$ cat config.mk
export PLATFORM = sky130hd
export DESIGN_NAME = freq_slew_ctrl
export DESIGN_NICKNAME = d
export VERILOG_FILES = /design/src/rtl/slew_pkg.sv /design/src/rtl/slew_ctl.sv /design/src/rtl/slew_dp.sv /design/src/rtl/freq_slew_ctrl.sv
export SDC_FILE = /design/constraint.sdc
export NUM_CORES = 1
export LEC_CHECK = 0
export ABC_AREA = 0
export BUFFER_PORTS_ARGS = -buffer_cell sky130_fd_sc_hd__buf_4
export CORE_ASPECT_RATIO = 1.75
export CORE_MARGIN = 4
export CORE_UTILIZATION = 48
export DETAILED_ROUTE_END_ITERATION = 16
export PLACE_DENSITY = 0.66
export SLEW_MARGIN = 20
export SYNTH_ARGS = -nofsm -noshare
export SYNTH_HDL_FRONTEND = slang
export SYNTH_SLANG_ARGS = --single-unit
$ cat constraint.sdc
create_clock -name clk -period 7.1 [get_ports clk]
set_clock_uncertainty 0.15 [all_clocks]
set_input_delay 1.065 -clock clk [delete_from_list [all_inputs] [get_ports clk]]
set_output_delay 1.065 -clock clk [all_outputs]
set_load 0.005 [all_outputs]
$ cat src/rtl/slew_pkg.sv
package slew_pkg;
  localparam int SEL_W = 3;
  localparam int NCODE = 1 << SEL_W;

  // strobes from control to datapath
  typedef struct packed {
    logic             loadTgt;
    logic [SEL_W-1:0] code;
    logic             stepEn;
  } slewCmd_t;
endpackage

$ cat src/rtl/slew_ctl.sv
module slew_ctl import slew_pkg::*; #(
  parameter int HOLD_TICKS   = 3,
  parameter bit SUSPEND_MODE = 1'b0
) (
  input  logic             clk,
  input  logic             rstN,
  input  logic [SEL_W-1:0] selIn,
  input  logic             tick,
  output slewCmd_t         cmd
);
  localparam int CW = $clog2(HOLD_TICKS + 1);
  localparam logic [CW-1:0] HOLD_C = CW'(HOLD_TICKS);

  logic [SEL_W-1:0] effCode, candCode, liveCode;
  logic [CW-1:0]    stableCnt;
  logic             adopt;

  // in suspend mode the top select bit is masked off
  assign effCode = {selIn[SEL_W-1] & ~SUSPEND_MODE, selIn[SEL_W-2:0]};
  assign adopt   = (stableCnt == HOLD_C) && (candCode != liveCode);

  always_ff @(posedge clk) begin
    if (!rstN) begin
      candCode  <= '0;
      liveCode  <= '0;
      stableCnt <= HOLD_C;
    end else begin
      if (adopt) liveCode <= candCode;
      if (tick) begin
        if (effCode != candCode) begin
          candCode  <= effCode;
          stableCnt <= CW'(1);
        end else if (stableCnt != HOLD_C) begin
          stableCnt <= stableCnt + CW'(1);
        end
      end
    end
  end

  assign cmd.loadTgt = adopt;
  assign cmd.code    = candCode;
  assign cmd.stepEn  = tick;
endmodule

$ cat src/rtl/slew_dp.sv
module slew_dp import slew_pkg::*; #(
  parameter int FW       = 17,
  parameter int MIN_KHZ  = 8000,
  parameter int MAX_KHZ  = 100000,
  parameter int STEP_KHZ = 20,
  parameter logic [NCODE*FW-1:0] TARGETS = '0
) (
  input  logic          clk,
  input  logic          rstN,
  input  slewCmd_t      cmd,
  output logic [FW-1:0] freqKhz,
  output logic          settled
);
  localparam logic [FW-1:0] STEP_W = FW'(STEP_KHZ);

  logic [FW-1:0] clampTab [NCODE];
  logic [FW-1:0] curR, tgtR, gap, mv, nxt;
  logic          goUp;

  for (genvar i = 0; i < NCODE; i++) begin : g_tab
    localparam int RAW = int'(TARGETS[i*FW +: FW]);
    localparam int LIM = (RAW < MIN_KHZ) ? MIN_KHZ : ((RAW > MAX_KHZ) ? MAX_KHZ : RAW);
    assign clampTab[i] = FW'(LIM);
  end

  always_comb begin
    goUp = tgtR > curR;
    gap  = goUp ? (tgtR - curR) : (curR - tgtR);
    mv   = (gap > STEP_W) ? STEP_W : gap;
    nxt  = goUp ? (curR + mv) : (curR - mv);
  end

  always_ff @(posedge clk) begin
    if (!rstN) begin
      curR <= clampTab[0];
      tgtR <= clampTab[0];
    end else begin
      if (cmd.stepEn)  curR <= nxt;
      if (cmd.loadTgt) tgtR <= clampTab[cmd.code];
    end
  end

  assign freqKhz = curR;
  assign settled = (curR == tgtR);
endmodule

$ cat src/rtl/freq_slew_ctrl.sv
module freq_slew_ctrl import slew_pkg::*; #(
  parameter int FW               = 17,
  parameter int MIN_KHZ          = 8000,
  parameter int MAX_KHZ          = 100000,
  parameter int RATE_KHZ_PER_US  = 20,
  parameter int TICK_NS          = 1000,
  parameter int HOLD_TICKS       = 3,
  parameter bit SUSPEND_MODE     = 1'b0,
  parameter logic [NCODE*FW-1:0] TARGETS = {17'd100000, 17'd90000, 17'd80000, 17'd66000,
                                            17'd50000, 17'd33000, 17'd25000, 17'd16000}
) (
  input  logic             clk,
  input  logic             rstN,
  input  logic [SEL_W-1:0] selIn,
  input  logic             tick,
  output logic [FW-1:0]    freqKhz,
  output logic             settled
);
  localparam int STEP_RAW = RATE_KHZ_PER_US * TICK_NS / 1000;
  localparam int STEP_KHZ = (STEP_RAW < 1) ? 1 : STEP_RAW;

  slewCmd_t cmd;

  slew_ctl #(.HOLD_TICKS(HOLD_TICKS), .SUSPEND_MODE(SUSPEND_MODE)) ctl_i (
    .clk(clk), .rstN(rstN), .selIn(selIn), .tick(tick), .cmd(cmd));

  slew_dp #(.FW(FW), .MIN_KHZ(MIN_KHZ), .MAX_KHZ(MAX_KHZ),
            .STEP_KHZ(STEP_KHZ), .TARGETS(TARGETS)) dp_i (
    .clk(clk), .rstN(rstN), .cmd(cmd), .freqKhz(freqKhz), .settled(settled));
endmodule

==> metrics.md, run 1 <==
| Metric | Value |
|---|---|
| Die width | around 79 µm |
| Routed len/inst | 18.0 µm |
| Post-synthesis cell type with the largest combined area | sky130_fd_sc_hd__dfxtp_1 |
| Req. time, crit path | roughly 7.2 ns |
| Tightest Pin Transition | 0.682 ns |
| Final estimated routing congestion in global placement | ~1.1 |
| Number of buffers inserted for hold repair after clock tree synthesis | 0 |
| Max_slew headroom | a little over half |
| Reported max-cap violation count | 0 |
| Portion of the clock cycle consumed by the worst path in the final layout | 94.0% |
| Type of the worst setup path | reg2reg |
| Vert. Die Dim | about 130 µm |
| Net switching component of the power | 1.39 mW |
| Vias in the first global route | 4381 |
| Yosys warnings | 0 |
| Vias | roughly 4400 |
| Final slew viol count | 0 |
| Syn Std Cell Area | between 0.004 and 0.005 mm² |
| Fraction of layout cells with a size suffix above 1 | 19.5% |
| Number of different library cells in the post-synthesis netlist | 65 |
| Area of the die | about 0.011 mm² |
| Finish-stage setup viols | 0 |
| Largest net degree at the start of global routing | 39 |
| Clock-pin slew on the worst setup and hold paths | around 0.05 ns |
| Startpoint type of the worst setup path | flip-flop |
| Internal portion of total power | approximately 1.5 mW |
| Starting DRT DRC Count | 213 |
| Reg-to-reg critical path endpoint | dp_i.freqKhz[16] |
| Number of cells on the worst reg-to-reg path | 28 |
| Post-Synthesis Cells | about 560 |
| Register-to-register setup slack | between 0.4 and 0.5 ns |
| Final HPWL DP | ~10 mm |
| Top area cells in the synthesized netlist | sky130_fd_sc_hd__dfxtp_1 (17%), sky130_fd_sc_hd__ha_1 (15%), sky130_fd_sc_hd__nand2_1 (4.8%), sky130_fd_sc_hd__xnor2_1 (4.7%), sky130_fd_sc_hd__mux2i_1 (4.5%) |
| I/O Pins | 24 |
| Crit path max-delay cell type | sky130_fd_sc_hd__or4_4 |
| Clk Tree Root Cell | sky130_fd_sc_hd__clkbuf_16 |
| PwrDens | 558 mW/mm² |
| Worst Setup End Kind | flip-flop |
| Count of input and output buffers | 23 |
| Net count after synthesis | between 600 and 700 |
| WP data arrival | around 6.7 ns |
| CTS Buffer Depth | 2 |
| Placement Rows | 45 |
| CTS tree | built |
| 1st-pass router iterations | 5 |
| Crit path launch | dp_i.freqKhz[5] |
| Fraction of synthesized cell area taken by the top area cell type | 17.4% |
| Total power consumption of the routed design | 2.84 mW |
| Num CTS Buffers | 5 |
| Largest stage delay on the critical path | roughly 0.59 ns |
| Maximum achievable frequency | between 0.1 and 0.15 GHz |
| Fraction of power consumed by sequential logic | between 10% and 20% |
| Congestion Overflow GR | 0 |
| Nets | 668 |
| Number of inserted filler cells in the final layout | 853 |
| Status | finished, final reports clean |
| Starting utilization of the core area | 49.1% |
| Top_reg_cell synth | sky130_fd_sc_hd__dfxtp_1 |
| Final min period | approximately 6.7 ns |
| Standby leakage power | between 2 and 2.5 nW |
| Type of the worst min-delay path | reg2reg |
| Synthesized area per cell | 7.65 µm² |
| Startpoint of the most critical register-to-register path | dp_i.freqKhz[5] |
| CORE AREA | between 0.008 and 0.009 mm² |
| Worst skew pair latency | roughly 0.28 ns |
| Ant diodes | 0 |
| Post-synth EDFFs | 0 |
| Fraction of power spent switching nets | approximately half |
| Fraction of the yosys area taken by sequential cells | about 17% |
| Vias per cell | ~6 |
| Count of antenna-violating nets left after detailed routing | 0 |
| Asr flop ratio synth | 0% |
| Total wirelength of the detailed-routed design | 13.1 mm |
| H-tree levels | 2 |
| Destination of the critical timing path | dp_i.freqKhz[16] |
| Tot GR Track Use | roughly 25% |
| Combinational group share of total power | around four fifths |
| Total Negative Setup Slacks | 0 ns |
| Number of sinks driven by the clock tree | 37 |
| Antenna violations before repair | 0 |
| Share of total power in the clock network | under 10% |
| Peak VDD IR | between 0.3 and 0.4 mV |
| Max Fanout on Critical Path | 7 |
| Synth-to-layout area growth | 19.5% |
| Fin. Hold Viols | 0 |
| Most frequent cell after synthesis | sky130_fd_sc_hd__nand2_1 |
| First-pass GRT wire length | approximately 21 mm |
| Total of flip-flops plus latches after synthesis | 37 |
| Number of DRC violations after detailed routing | 0 |
| Top cell types by occurrence after synthesis | sky130_fd_sc_hd__nand2_1 (55), sky130_fd_sc_hd__ha_1 (51), sky130_fd_sc_hd__inv_1 (38), sky130_fd_sc_hd__dfxtp_1 (37), sky130_fd_sc_hd__a21oi_1 (35) |
[worst min-delay path by stage]
stage                       start            endpoint  slack, ns  cells after the start
5_1_grt        ctl_i.stableCnt[1]  ctl_i.stableCnt[1]       0.38                      2
3_3_place_gp   ctl_i.stableCnt[1]  ctl_i.stableCnt[1]       0.31                      2
2_1_floorplan  ctl_i.stableCnt[1]  ctl_i.stableCnt[1]       0.29                      2
4_1_cts        ctl_i.stableCnt[1]  ctl_i.stableCnt[1]       0.35                      2
6_report         dp_i.freqKhz[16]    dp_i.freqKhz[16]       0.35                      2
3_5_place_dp   ctl_i.stableCnt[1]  ctl_i.stableCnt[1]       0.34                      2
[repair_timing]
action                     in CTS  in global routing
resized for setup               1                 24
setup endpoints to repair       2                  5
buffers inserted                0                  1
pin swaps                       0                  3
[flip-flops by register name, indices dropped and copies added, names as in the netlist]
signal           cells
ctl_i.liveCode       2
ctl_i.candCode       3
ctl_i.stableCnt      2
dp_i.freqKhz        17
dp_i.tgtR           13
[critical path, delay by kind of cell, from the launching register on]
| kind | cells | cell delay, ns |
|---|---|---|
| muxes | 2 | 0.32 |
| DFF | 1 | 0.35 |
| buffers and inverters | 3 | 0.38 |
| AOI/OAI and AO/OA | 11 | 1.95 |
| adders and majority gates | 3 | 0.95 |
| and+or+nand+nor | 9 | 2.49 |
[power by group through the flow]
stage	combinational [mW]	clock (mW)	sequential (mW)
after floorplan	1.53	0	0.299
after global placement	2.18	0	0.285
after detailed placement	2.20	0	0.287
after CTS	2.22	0.255	0.283
after global routing	2.55	0.261	0.288
final	2.31	0.248	0.283
[logic make-up (layout without fill, tap and decap cells)]
kind of cell | after synthesis | count (layout) | synth area share, %
AOI/OAI and AO/OA | 170 | 170 | 28.0
xor gates and xnor gates | 27 | 27 | 5.55
adders and majority gates | 53 | 53 | 15.9
buffers and inverters | 70 | 122 | 6.70
DFF | 37 | 37 | 17.4
muxes | 20 | 20 | 4.82
other | 1 | 1 | 0.0880
and+or+nand+nor | 179 | 179 | 21.5
[layout make-up]
cell class / count / area (µm²) / area share [%]
Clock buffer: 5 / 125 / 2.46
Clock inverter: 2 / 35.0 / 0.688
Inverter: 38 / 143 / 2.80
Multi-Input combinational cell: 450 / 3320 / 65.3
Sequential cell: 37 / 741 / 14.5
Tap cell: 117 / 146 / 2.88
Timing Repair Buffer: 77 / 578 / 11.4
[stage by stage]
step	worst slack, ns	utilization [%]	hold WS, ns	area [µm²]	cells
after floorplan	0.440	-	0.295	4260	557
after global placement	0.207	55.8	0.308	4840	718
final	0.425	58.7	0.348	5090	726
after CTS	0.0214	57.7	0.346	5000	725
after detailed placement	0.0278	55.8	0.338	4840	718
after global routing	-0.0121	58.7	0.379	5090	726
[metal layers]
layer	share of wire [%]	track usage (%)	vias up
met2	51	43.9	153
met1	37	27.6	2028
li1	-	-	2117
met5	0	0	-
met4	7.5	18.7	0
met3	4.3	3.20	64
[layout by cell type (no fill, tap or decap), types with 3 or more instances in the layout]
| cell | instances |
|---|---|
| sky130_fd_sc_hd__ha_1 | 44 |
| sky130_fd_sc_hd__o211a_1 | 8 |
| sky130_fd_sc_hd__dfxtp_1 | 37 |
| sky130_fd_sc_hd__o21bai_1 | 4 |
| sky130_fd_sc_hd__nand4_1 | 4 |
| sky130_fd_sc_hd__o21ai_0 | 21 |
| sky130_fd_sc_hd__o211ai_1 | 19 |
| sky130_fd_sc_hd__mux2i_1 | 19 |
| sky130_fd_sc_hd__o221ai_1 | 4 |
| sky130_fd_sc_hd__a21o_1 | 14 |
| sky130_fd_sc_hd__inv_1 | 38 |
| sky130_fd_sc_hd__nand2_1 | 55 |
| sky130_fd_sc_hd__or2_2 | 6 |
| sky130_fd_sc_hd__a21oi_1 | 35 |
| sky130_fd_sc_hd__and2_1 | 6 |
| sky130_fd_sc_hd__buf_4 | 77 |
| sky130_fd_sc_hd__clkbuf_16 | 5 |
| sky130_fd_sc_hd__or3_1 | 10 |
| sky130_fd_sc_hd__o31ai_1 | 14 |
| sky130_fd_sc_hd__ha_2 | 7 |
| sky130_fd_sc_hd__a31oi_1 | 3 |
| sky130_fd_sc_hd__xnor2_1 | 23 |
| sky130_fd_sc_hd__xor2_1 | 4 |
| sky130_fd_sc_hd__nand3_1 | 12 |
| sky130_fd_sc_hd__nor3_1 | 17 |
| sky130_fd_sc_hd__nand2b_1 | 3 |
| sky130_fd_sc_hd__and4_1 | 3 |
| sky130_fd_sc_hd__nor2b_1 | 16 |
| sky130_fd_sc_hd__nor2_1 | 31 |
| sky130_fd_sc_hd__and3_1 | 3 |
| sky130_fd_sc_hd__o21a_1 | 8 |
| sky130_fd_sc_hd__a211oi_1 | 8 |
(Power assumes the default switching activity.)
==> run 2: changes to the inputs <==
--- a/config.mk
+++ b/config.mk
@@ -9,9 +9,9 @@
 export BUFFER_PORTS_ARGS = -buffer_cell sky130_fd_sc_hd__buf_4
 export CORE_ASPECT_RATIO = 1.75
 export CORE_MARGIN = 4
-export CORE_UTILIZATION = 48
+export CORE_UTILIZATION = 38
 export DETAILED_ROUTE_END_ITERATION = 16
-export PLACE_DENSITY = 0.66
+export PLACE_DENSITY = 0.54
 export SLEW_MARGIN = 20
 export SYNTH_ARGS = -nofsm -noshare
 export SYNTH_HDL_FRONTEND = slang
==> run 2 against run 1 <==
Hold slack got worse by 0.020 ns. Sequential power barely moved. Register-to-register slack got worse by 0.06 ns. Sequential share of layout area fell by 0.29 points. Final area rose by 2.0%. Critical endpoint unchanged.
==> metrics.md, run 2 (synthesis gave the netlist of run 1 again) <==
| Metric | Value |
|---|---|
| Worst min-delay path endpoint | ctl_i.stableCnt[1] |
| Final slew viol count | 0 |
| First-pass GRT wire length | roughly 22 mm |
| Fin. Hold Viols | 0 |
| Vias in the first global route | 4289 |
| Number of DRC violations after detailed routing | 0 |
| Commonest cells after routing, fill and taps aside | sky130_fd_sc_hd__buf_4 (85), sky130_fd_sc_hd__nand2_1 (55), sky130_fd_sc_hd__ha_1 (50) |
| Count of antenna-violating nets left after detailed routing | 0 |
| Largest delay share family, worst path | compound AO/OA/AOI/OAI gates |
| Portion of the clock cycle consumed by the worst path in the final layout | around 95% |
| Largest net degree at the start of global routing | 39 |
| Synth-to-layout area growth | 22.0% |
| Startpoint of the most critical register-to-register path | dp_i.freqKhz[7] |
| Finish-stage setup viols | 0 |
| Tot GR Track Use | between 20% and 30% |
| Total Negative Setup Slacks | 0 ns |
| Number of buffer and inverter instances along the worst setup path | 3 |
| Total wirelength of the detailed-routed design | 13.9 mm |
| Startpoint of the worst hold path | ctl_i.stableCnt[1] |
| Antenna violations before repair | 0 |
| Max Fanout on Critical Path | 8 |
| Post-placement cell area | roughly 0.0049 mm² |
| Final min period | 6.74 ns |
| Status | finished, final reports clean |
| Hold depth | 2 |
| Maximum achievable frequency | roughly 0.15 GHz |
| Total power consumption of the routed design | 2.94 mW |
| Largest register FFs | 17 |
| Vias per cell | 5.72 |
| Placement Rows | 50 |
| Congestion Overflow GR | 0 |
| Max_slew headroom | approximately a third |
| Starting utilization of the core area | 39.4% |
| Fraction of layout cells with a size suffix above 1 | slightly above 20% |
| Nets | approximately 680 |
| Fin util | around 48% |
| I/O Pins | 24 |
| Post-placement setup slack | -0.0316 ns |
| Worst skew pair latency | 0.29 ns |
| Register-to-register setup slack | approximately 0.36 ns |
| Vias | roughly 4300 |
| Count of input and output buffers | 23 |
| Tightest Pin Transition | 1.02 ns |
| CTS tree | built |
| PwrDens | about 570 mW/mm² |
| Ant diodes | 0 |
| Vert. Die Dim | 148 µm |
| Starting DRT DRC Count | approximately 260 |
| Final design area excluding fillers | between 0.005 and 0.006 mm² |
| 1st-pass router iterations | 4 |
| H-tree levels | 2 |
| Post-route setup slack | roughly 0.36 ns |
| Type of the worst min-delay path | reg2reg |
| CORE AREA | around 0.011 mm² |
| Peak VDD IR | between 0.3 and 0.4 mV |
| WP data arrival | just under 7 ns |
| Clk Tree Root Cell | sky130_fd_sc_hd__clkbuf_16 |
| Number of cells on the worst reg-to-reg path | 29 |
| CTS Buffer Depth | 2 |
| Reported max-cap violation count | 0 |
| Number of sinks driven by the clock tree | 37 |
| Worst Setup End Kind | flip-flop |
| Largest stage delay on the critical path | about 0.53 ns |
| Req. time, crit path | just over 7 ns |
| Die width | a little under 90 µm |
| Most frequent standard cell in the layout excluding fill and tap cells | sky130_fd_sc_hd__buf_4 |
| Reg-to-reg critical path endpoint | dp_i.freqKhz[16] |
| Clock-pin slew on the worst setup and hold paths | roughly 0.060 ns |
| Final estimated routing congestion in global placement | slightly below 1 |
| Final HPWL DP | approximately 11 mm |
| Startpoint type of the worst setup path | flip-flop |
| Standby leakage power | 2.40 nW |
| Routed len/inst | between 15 and 20 µm |
| Crit path max-delay cell type | sky130_fd_sc_hd__or4b_4 |
| Area of the die | ~0.013 mm² |
| Num CTS Buffers | 5 |
| Type of the worst setup path | reg2reg |
## run 2: cell types whose count changed in the layout (fill, tap and decap cells not counted), moves of 2 or more
cell,before,now
sky130_fd_sc_hd__a21boi_1,2,0
sky130_fd_sc_hd__buf_4,77,85
sky130_fd_sc_hd__ha_1,44,50
sky130_fd_sc_hd__a31oi_2,0,2
sky130_fd_sc_hd__o31ai_2,2,0
sky130_fd_sc_hd__a21boi_0,0,2
sky130_fd_sc_hd__ha_2,7,1
## run 2: layout make-up
class	instances	area [µm²]
fill	1102	5630
multi-input combinational	450	3340
sequential	37	741
timing repair buffer	86	658
tap	130	163
inverter	38	143
clock buffer	6	139
clock inverter	2	13.8
## run 2: where the power goes
part / switching [mW] / internal, mW / total, mW
logic: 1.34 / 1.08 / 2.42
clock network: 0.0917 / 0.140 / 0.231
registers: 0.0290 / 0.253 / 0.282
## run 2: worst max-delay path by stage
stage,from,endpoint,depth (start not counted)
after floorplan,dp_i.freqKhz[9],dp_i.freqKhz[15],31
after global placement,dp_i.freqKhz[14],dp_i.freqKhz[16],29
after detailed placement,dp_i.freqKhz[14],dp_i.freqKhz[15],31
after CTS,dp_i.freqKhz[3],dp_i.freqKhz[15],29
after global routing,dp_i.freqKhz[3],dp_i.freqKhz[16],29
final,dp_i.freqKhz[7],dp_i.freqKhz[16],29
## run 2: stage by stage
step | hold slack, ns | std cells
floorplan | 0.295 | 557
global placement | 0.306 | 735
detailed placement | 0.324 | 735
CTS | 0.337 | 746
global route | 0.366 | 749
finish | 0.328 | 749
## run 2: worst reg2reg max path, delay by kind of cell, from the launching register on
family	cells	cell delay (ns)
AO/OA/AOI/OAI	14	2.99
XOR/XNOR	1	0.18
adder cells (fa/ha/maj)	3	0.89
buffers and inverters	3	0.41
flip-flops	1	0.33
multiplexers	2	0.36
AND/OR/NAND/NOR	6	1.37
## run 2: per-layer routing
layer,vias to the layer above,global-route usage (%),wire (µm)
li1,2140,-,-
met1,1991,24.7,5340
met2,103,37.7,7260
met3,52,2.61,397
met4,0,13.7,938
met5,-,0,0
## run 2: timing repair
action	4_1_cts	5_1_grt
setup buffers	3	3
hold buffers	0	0
gates resized for setup	2	22
pin swaps	0	8
endpoints found under the setup margin	3	5
gates cloned	0	0
==> run 3: changes to the inputs <==
--- a/config.mk
+++ b/config.mk
@@ -12,6 +12,7 @@
 export CORE_UTILIZATION = 38
 export DETAILED_ROUTE_END_ITERATION = 16
 export PLACE_DENSITY = 0.54
+export RECOVER_POWER = 100
 export SLEW_MARGIN = 20
 export SYNTH_ARGS = -nofsm -noshare
 export SYNTH_HDL_FRONTEND = slang
==> run 3 against run 2 <==
The run now ends with max-capacitance violations, max-slew violations left. Fmax rose by 0.34%. Register-to-register slack improved by 0.02 ns. Flip-flop and latch count did not move. Hold slack barely moved. Global-route usage did not move. Critical endpoint unchanged. Combinational power barely moved.
==> metrics.md, run 3 (synthesis gave the netlist of run 1 again) <==
| Metric | Value |
|---|---|
| Fin. Hold Viols | 0 |
| Fin util | ~47% |
| Total power consumption of the routed design | 2.91 mW |
| Vert. Die Dim | around 150 µm |
| Status | complete, but fails checks |
| Clock-pin slew on the worst setup and hold paths | about 0.060 ns |
| Met2 routing resource usage after global routing | around 38% |
| Largest net degree at the start of global routing | 39 |
| Reported max-cap violation count | 1 |
| Startpoint type of the worst setup path | flip-flop |
| Crit path max-delay cell type | sky130_fd_sc_hd__or4b_4 |
| Nets | slightly below 700 |
| Met3 Track Usage GR | between 2 and 3% |
| Final min period | between 6 and 7 ns |
| Largest stage delay on the critical path | 0.53 ns |
| Area taken by flip-flops and latches | between 700 and 800 µm² |
| 1st-pass router iterations | 5 |
| CTS Buffer Depth | 2 |
| WP data arrival | just under 7 ns |
| Startpoint of the most critical register-to-register path | dp_i.freqKhz[7] |
| Clk Tree Root Cell | sky130_fd_sc_hd__clkbuf_16 |
| Area taken by multi-input logic gates | ~0.0033 mm² |
| Vias in the first global route | ~4300 |
| Synth-to-layout area growth | 20.4% |
| Register-to-register setup slack | 0.39 ns |
| Antenna violations before repair | 0 |
| Peak VDD IR | 0.305 mV |
| First-pass GRT wire length | 22.0 mm |
| Destination of the critical timing path | dp_i.freqKhz[16] |
| Reg-to-reg critical path endpoint | dp_i.freqKhz[16] |
| Total wirelength of the detailed-routed design | around 14 mm |
| Number of DRC violations after detailed routing | 0 |
| Number of inserted filler cells in the final layout | between 1000 and 1500 |
| Vias per cell | ~5.7 |
| Crit path launch | dp_i.freqKhz[7] |
| Post-placement setup slack | -0.0316 ns |
| Final estimated routing congestion in global placement | approximately 0.99 |
| Number of cells on the worst reg-to-reg path | 29 |
| Count of antenna-violating nets left after detailed routing | 0 |
| Commonest cells after routing, fill and taps aside | sky130_fd_sc_hd__buf_4 (68), sky130_fd_sc_hd__nand2_1 (55), sky130_fd_sc_hd__ha_1 (50) |
| Tightest Pin Transition | between 1.5 and 2 ns |
| Total Negative Setup Slacks | 0 ns |
| Global routing met1 resource utilization | between 20% and 30% |
| Number of sinks driven by the clock tree | 37 |
| Finish-stage setup viols | 0 |
| Final HPWL DP | 11.3 mm |
| Worst Setup End Kind | flip-flop |
| Placement Rows | 50 |
| Type of the worst setup path | reg2reg |
| Placed insts | 735 |
| Post-route setup slack | slightly below 0.4 ns |
| Most frequent standard cell in the layout excluding fill and tap cells | sky130_fd_sc_hd__buf_4 |
| Maximum achievable frequency | ~0.15 GHz |
| Req. time, crit path | slightly above 7 ns |
| Area of the die | roughly 0.013 mm² |
| PwrDens | between 500 and 600 mW/mm² |
| Fraction of layout cells with a size suffix above 1 | about 18% |
| I/O Pins | 24 |
| Die width | about 88 µm |
| Tot GR Track Use | 21.8% |
| Starting DRT DRC Count | between 200 and 300 |
| Max_slew headroom | -22.6% |
| Type of the worst min-delay path | reg2reg |
| Routed len/inst | 18.7 µm |
| Worst skew pair latency | around 0.28 ns |
| Congestion Overflow GR | 0 |
| Count of input and output buffers | 23 |
| Num CTS Buffers | 5 |
| Worst hold slack | ~0.33 ns |
| Final design area excluding fillers | ~0.0051 mm² |
| Violations in the final reports | max-capacitance violations, max-slew violations |
| Portion of the clock cycle consumed by the worst path in the final layout | between 90% and 100% |
| Max Fanout on Critical Path | 8 |
| GR peak layer | met2 |
| CTS tree | built |
| Ant diodes | 0 |
| Standby leakage power | 2.34 nW |
| Largest register FFs | 17 |
| Starting utilization of the core area | between 30% and 40% |
| Final slew viol count | 24 |
| Vias | ~4300 |
| H-tree levels | 2 |
| CORE AREA | approximately 0.011 mm² |
| Final cell count without fillers | 749 |
| Post-placement cell area | approximately 0.005 mm² |
[run 3: changes by cell type in the layout (fill, tap and decap cells not counted)]
cell / before / now
sky130_fd_sc_hd__buf_4: 85 / 68
sky130_fd_sc_hd__a31oi_2: 2 / 1
sky130_fd_sc_hd__clkbuf_1: 0 / 16
sky130_fd_sc_hd__clkbuf_4: 0 / 1
sky130_fd_sc_hd__a31oi_1: 2 / 3
[run 3: cell type report]
class	instances	share of cell area, %
tap	130	3.17
clock inverter	2	0.268
timing repair buffer	86	11.7
sequential	37	14.4
inverter	38	2.78
multi-input combinational	450	65.0
clock buffer	6	2.71
[run 3: where the power goes]
part	leakage [nW]	switching, mW	total [mW]	internal, mW
sequential	0.305	0.0282	0.281	0.253
combinational	1.95	1.34	2.40	1.06
clock	0.0768	0.0907	0.230	0.140
total	2.34	1.46	2.91	1.45
[run 3: critical path: cells and delay by family (launching register included)]
| family | cells | cell delay, ns |
|---|---|---|
| simple gates | 6 | 1.37 |
| compound gates | 14 | 2.96 |
| mux | 2 | 0.35 |
| flops | 1 | 0.32 |
| fa+ha+maj | 3 | 0.90 |
| xor+xnor | 1 | 0.18 |
| buf+inv | 3 | 0.41 |
[run 3: how the worst min path moves through the flow]
stage	start	slack, ns	to	cells after the start
finish	ctl_i.stableCnt[1]	0.33	ctl_i.stableCnt[1]	2
global route	ctl_i.stableCnt[1]	0.37	ctl_i.stableCnt[1]	2
CTS	ctl_i.stableCnt[1]	0.34	ctl_i.stableCnt[1]	2
detailed placement	dp_i.freqKhz[16]	0.32	dp_i.freqKhz[16]	2
global placement	ctl_i.stableCnt[1]	0.31	ctl_i.stableCnt[1]	2
floorplan	ctl_i.stableCnt[1]	0.29	ctl_i.stableCnt[1]	2
[run 3: metal layers]
layer  routed length [µm]  vias to the layer above
li1                     -                     2145
met1                 5340                     1992
met2                 7310                      100
met3                  384                       52
met4                  964                        0
met5                    0                        -
[run 3: timing repair]
action / 4_1_cts / 5_1_grt
pin swaps: 0 / 8
cloned: 0 / 0
setup endpoints to repair: 3 / 5
hold buffers: 0 / 0
setup buffers: 3 / 3
resized for setup: 2 / 22
